`src/rtl/io_perm_pkg.sv`:
```
package io_perm_pkg;

    typedef enum logic [1:0] {
        ST_IDLE      = 2'd0,
        ST_FETCH_OFS = 2'd1,
        ST_FETCH_MAP = 2'd2,
        ST_DONE      = 2'd3
    } chk_state_t;

    localparam logic [1:0] SZ_BYTE  = 2'd0;
    localparam logic [1:0] SZ_WORD  = 2'd1;
    localparam logic [1:0] SZ_DWORD = 2'd2;

    localparam logic [3:0] TSS_AVAIL_TYPE = 4'd9;
    localparam int unsigned MIN_SEG_LIMIT = 103;
    localparam int unsigned OFS_FIELD_POS = 'h66;

endpackage

```
`src/rtl/io_perm_desc_gate.sv`:
```
module io_perm_desc_gate
    import io_perm_pkg::*;
#(
    parameter int LIM_W = 32
) (
    input  logic             present,
    input  logic [3:0]       seg_type,
    input  logic [LIM_W-1:0] limit,
    input  logic [1:0]       size_code,
    output logic             usable
);
    logic type_ok;
    logic lim_ok;
    logic size_ok;

    always_comb begin
        type_ok = (seg_type == TSS_AVAIL_TYPE);
        lim_ok  = (limit >= LIM_W'(MIN_SEG_LIMIT));
        size_ok = (size_code != 2'd3);
        usable  = present && type_ok && lim_ok && size_ok;
    end
endmodule

```
`config.mk`:
```
export PLATFORM = sky130hd
export DESIGN_NAME = io_perm_desc_gate
export DESIGN_NICKNAME = d
export VERILOG_FILES = /design/src/rtl/io_perm_pkg.sv /design/src/rtl/io_perm_desc_gate.sv
export SDC_FILE = /design/constraint.sdc
export NUM_CORES = 1
export LEC_CHECK = 0
export BUFFER_PORTS_ARGS = -buffer_cell sky130_fd_sc_hd__clkbuf_2
export CORE_AREA = 2 2 39 41
export DETAILED_ROUTE_END_ITERATION = 16
export DIE_AREA = 0 0 41 43
export GPL_TIMING_DRIVEN = 0
export SLEW_MARGIN = 20
export SYNTH_ARGS = -nofsm -noshare
export SYNTH_HDL_FRONTEND = slang
export SYNTH_SLANG_ARGS = --single-unit
```
`constraint.sdc`:
```
create_clock -name vclk -period 0.86
set_input_delay 0.043 -clock vclk [all_inputs]
set_output_delay 0.043 -clock vclk [all_outputs]
set_load 0.005 [all_outputs]
```
==> results.yml <==
routing:
  drc: 0
  first_iter_violations: 0
  wirelength_um: 690
  num_vias: 307
  dr.pass1.iters: 1
  postRouteAntennaNets: 0
  drt-vias-per-instance: 4.21
  wl_per_cell_um: 9.45
pwr:
  power_density_nw_per_um2: 346
  p_sw_share_pct: 37.0
  clkPwrFrac_pct: 0
  p_comb_share_pct: 100.0
  vdd_drop_max_uv: 99.0
  p_seq_share_pct: 0
  power.total_mw: 0.139
  p_leak_nw: 0.197
  switchingPower_mw: 0.0514
  p_int_mw: 0.0874
logic_synthesis:
  yosysTopAreaCellShare_pct: 33.0
  synth_area_leaders: "nor4_2, nor4_1, nor3_1"
  ys_seq_area_share_pct: 0
  synth_nets: 56
  synth_cells: 17
  syn_area_per_cell_um2: 6.70
  netlist_area_um2: 114
  synth_cell_types: 9
  synth_top_area_cell: "nor4_2"
  yosys_warnings: 0
global_route:
  grt_pass1_wl_um: 931
  grt_max_degree: 3
  first_global_vias: 266
  antenna_found_initial: 0
  grt-ovfl-total: 0
  track_usage_pct: 7.29
sta:
  rsz0062_at_grt: "true"
  whs_ns: 0.311
  drv_slew: 0
  slew_headroom_pct: 85.2
  hold_viol_final: 0
  finalCritPeriodShare_pct: 112
  final.setup.tns_ns: -0.104
  finalSetupViolCount: 1
  fin_crit_ns: 0.964
  fin_ws_ns: -0.104
  worstMarginPinSlew_ns: 0.220
  timing.fmax_mhz: 1040
finish:
  fillers: 153
  regArea_um2: 0
  n_sequential_cell: 0
  area_growth_pct: 253
  drive_gt1_share_pct: 82.5
  fin_cells: 73
  n_clock_buffer: 0
  antenna_cells: 0
  final_util_pct: 29.0
  mostFrequentLayoutCells: "clkbuf_2, nor4_4, nand2_1, buf_6"
  finalNetCount: 98
  final_common_cell: "clkbuf_2"
hold_path:
  timing.hold.worst.class: "input port to output pin"
placed_design:
  gp_congestion: 0.700
  hpwlAfterDp_um: 661
  port_buffers: 40
  dp_cells: 73
die:
  io_pins: 40
  coreArea_um2: 1380
  rows: 14
  die-area_um2: 1760
  dieHeight_um: 43
  start_util_pct: 8.23
  die_w_um: 41
setup_path:
  max_stage_delay_ns: 0.26
  crit_chain: "buf_6 -> nor4_4 -> nand4_1 -> nor3_2 -> nor4_1 -> buf_2"
  crit_path_end_kind: "output pin"
  startpoint: "limit[16]"
  critPathKind: "input port to output pin"
  cp_top_family: "simple AND/OR/NAND/NOR gates"
  path_buf_inv: 2
  crit_required_ns: 0.82
  path_depth: 6
  arrival_ns: 0.92
  cpMaxStageDelayCell: "nor4_4"
  critPathMaxFanout: 1
  crit_path_end: "usable"
  critPathLaunchType: "input port"
status:
  status: "finished with violations"
  failed_checks: "negative setup slack"
flow_run:
  drv_cap: 0
clock_tree:
  post_cts_buffers: 0
-- synth_stat cells --
master / count
nand2_1: 3
nor3_1: 3
nor4_1: 3
nor4_2: 3
a311oi_1: 1
nand3_1: 1
nand3b_1: 1
nand4_1: 1
nor2_1: 1
-- repair_timing --
item | in CTS | in global routing
resized for setup | 1 | 11
gates cloned | 0 | 0
endpoints found under the setup margin | 1 | 1
hold buffers | 0 | 0
pin swaps | 2 | 7
-- worst min-delay path by stage --
stage / endpoint / startpoint / cells after the start
CTS: usable / seg_type[2] / 3
global route: usable / seg_type[2] / 3
global placement: usable / seg_type[2] / 3
floorplan: usable / seg_type[2] / 1
finish: usable / seg_type[2] / 3
detailed placement: usable / seg_type[2] / 3
-- area by class of cell --
cell class	instances	area (um2)	share of cell area (%)
multi-input combinational	17	163	40.5
timing repair buffer	40	219	54.5
tap	16	20.0	4.98
-- per-layer routing --
metal  GRT usage, %  vias up  routed length (um)
li1               -      153                   -
met1           8.23      123                 230
met2           14.4       31                 327
met3          0.524        0                 131
met4              0        0                   0
met5              0        -                   0
-- worst min-delay path, cell delays in order --
cell	delay (ns)
clkbuf_2	0.08
nor4_1	0.04
buf_2	0.11
-- per-stage QoR --
stage	setup slack, ns	instance area (um2)
after floorplan	0.171	114
after global placement	-0.156	334
after detailed placement	-0.195	334
after CTS	-0.136	339
after global routing	-0.195	402
final	-0.104	402
-- cell families (layout without fill, tap and decap cells) --
group	count (synthesis)	count (layout)	synth area share, %
AND/OR/NAND/NOR	16	16	92.3
buffers and inverters	0	40	0
AO/OA/AOI/OAI	1	1	7.69
-- power groups by stage --
stage          combinational, mW  clock (mW)  sequential [mW]
6_report                   0.139           0                0
4_1_cts                    0.111           0                0
5_1_grt                    0.157           0                0
2_1_floorplan             0.0164           0                0
3_3_place_gp               0.107           0                0
3_5_place_dp               0.110           0                0
No activity file was read; power rests on OpenSTA's default activity.
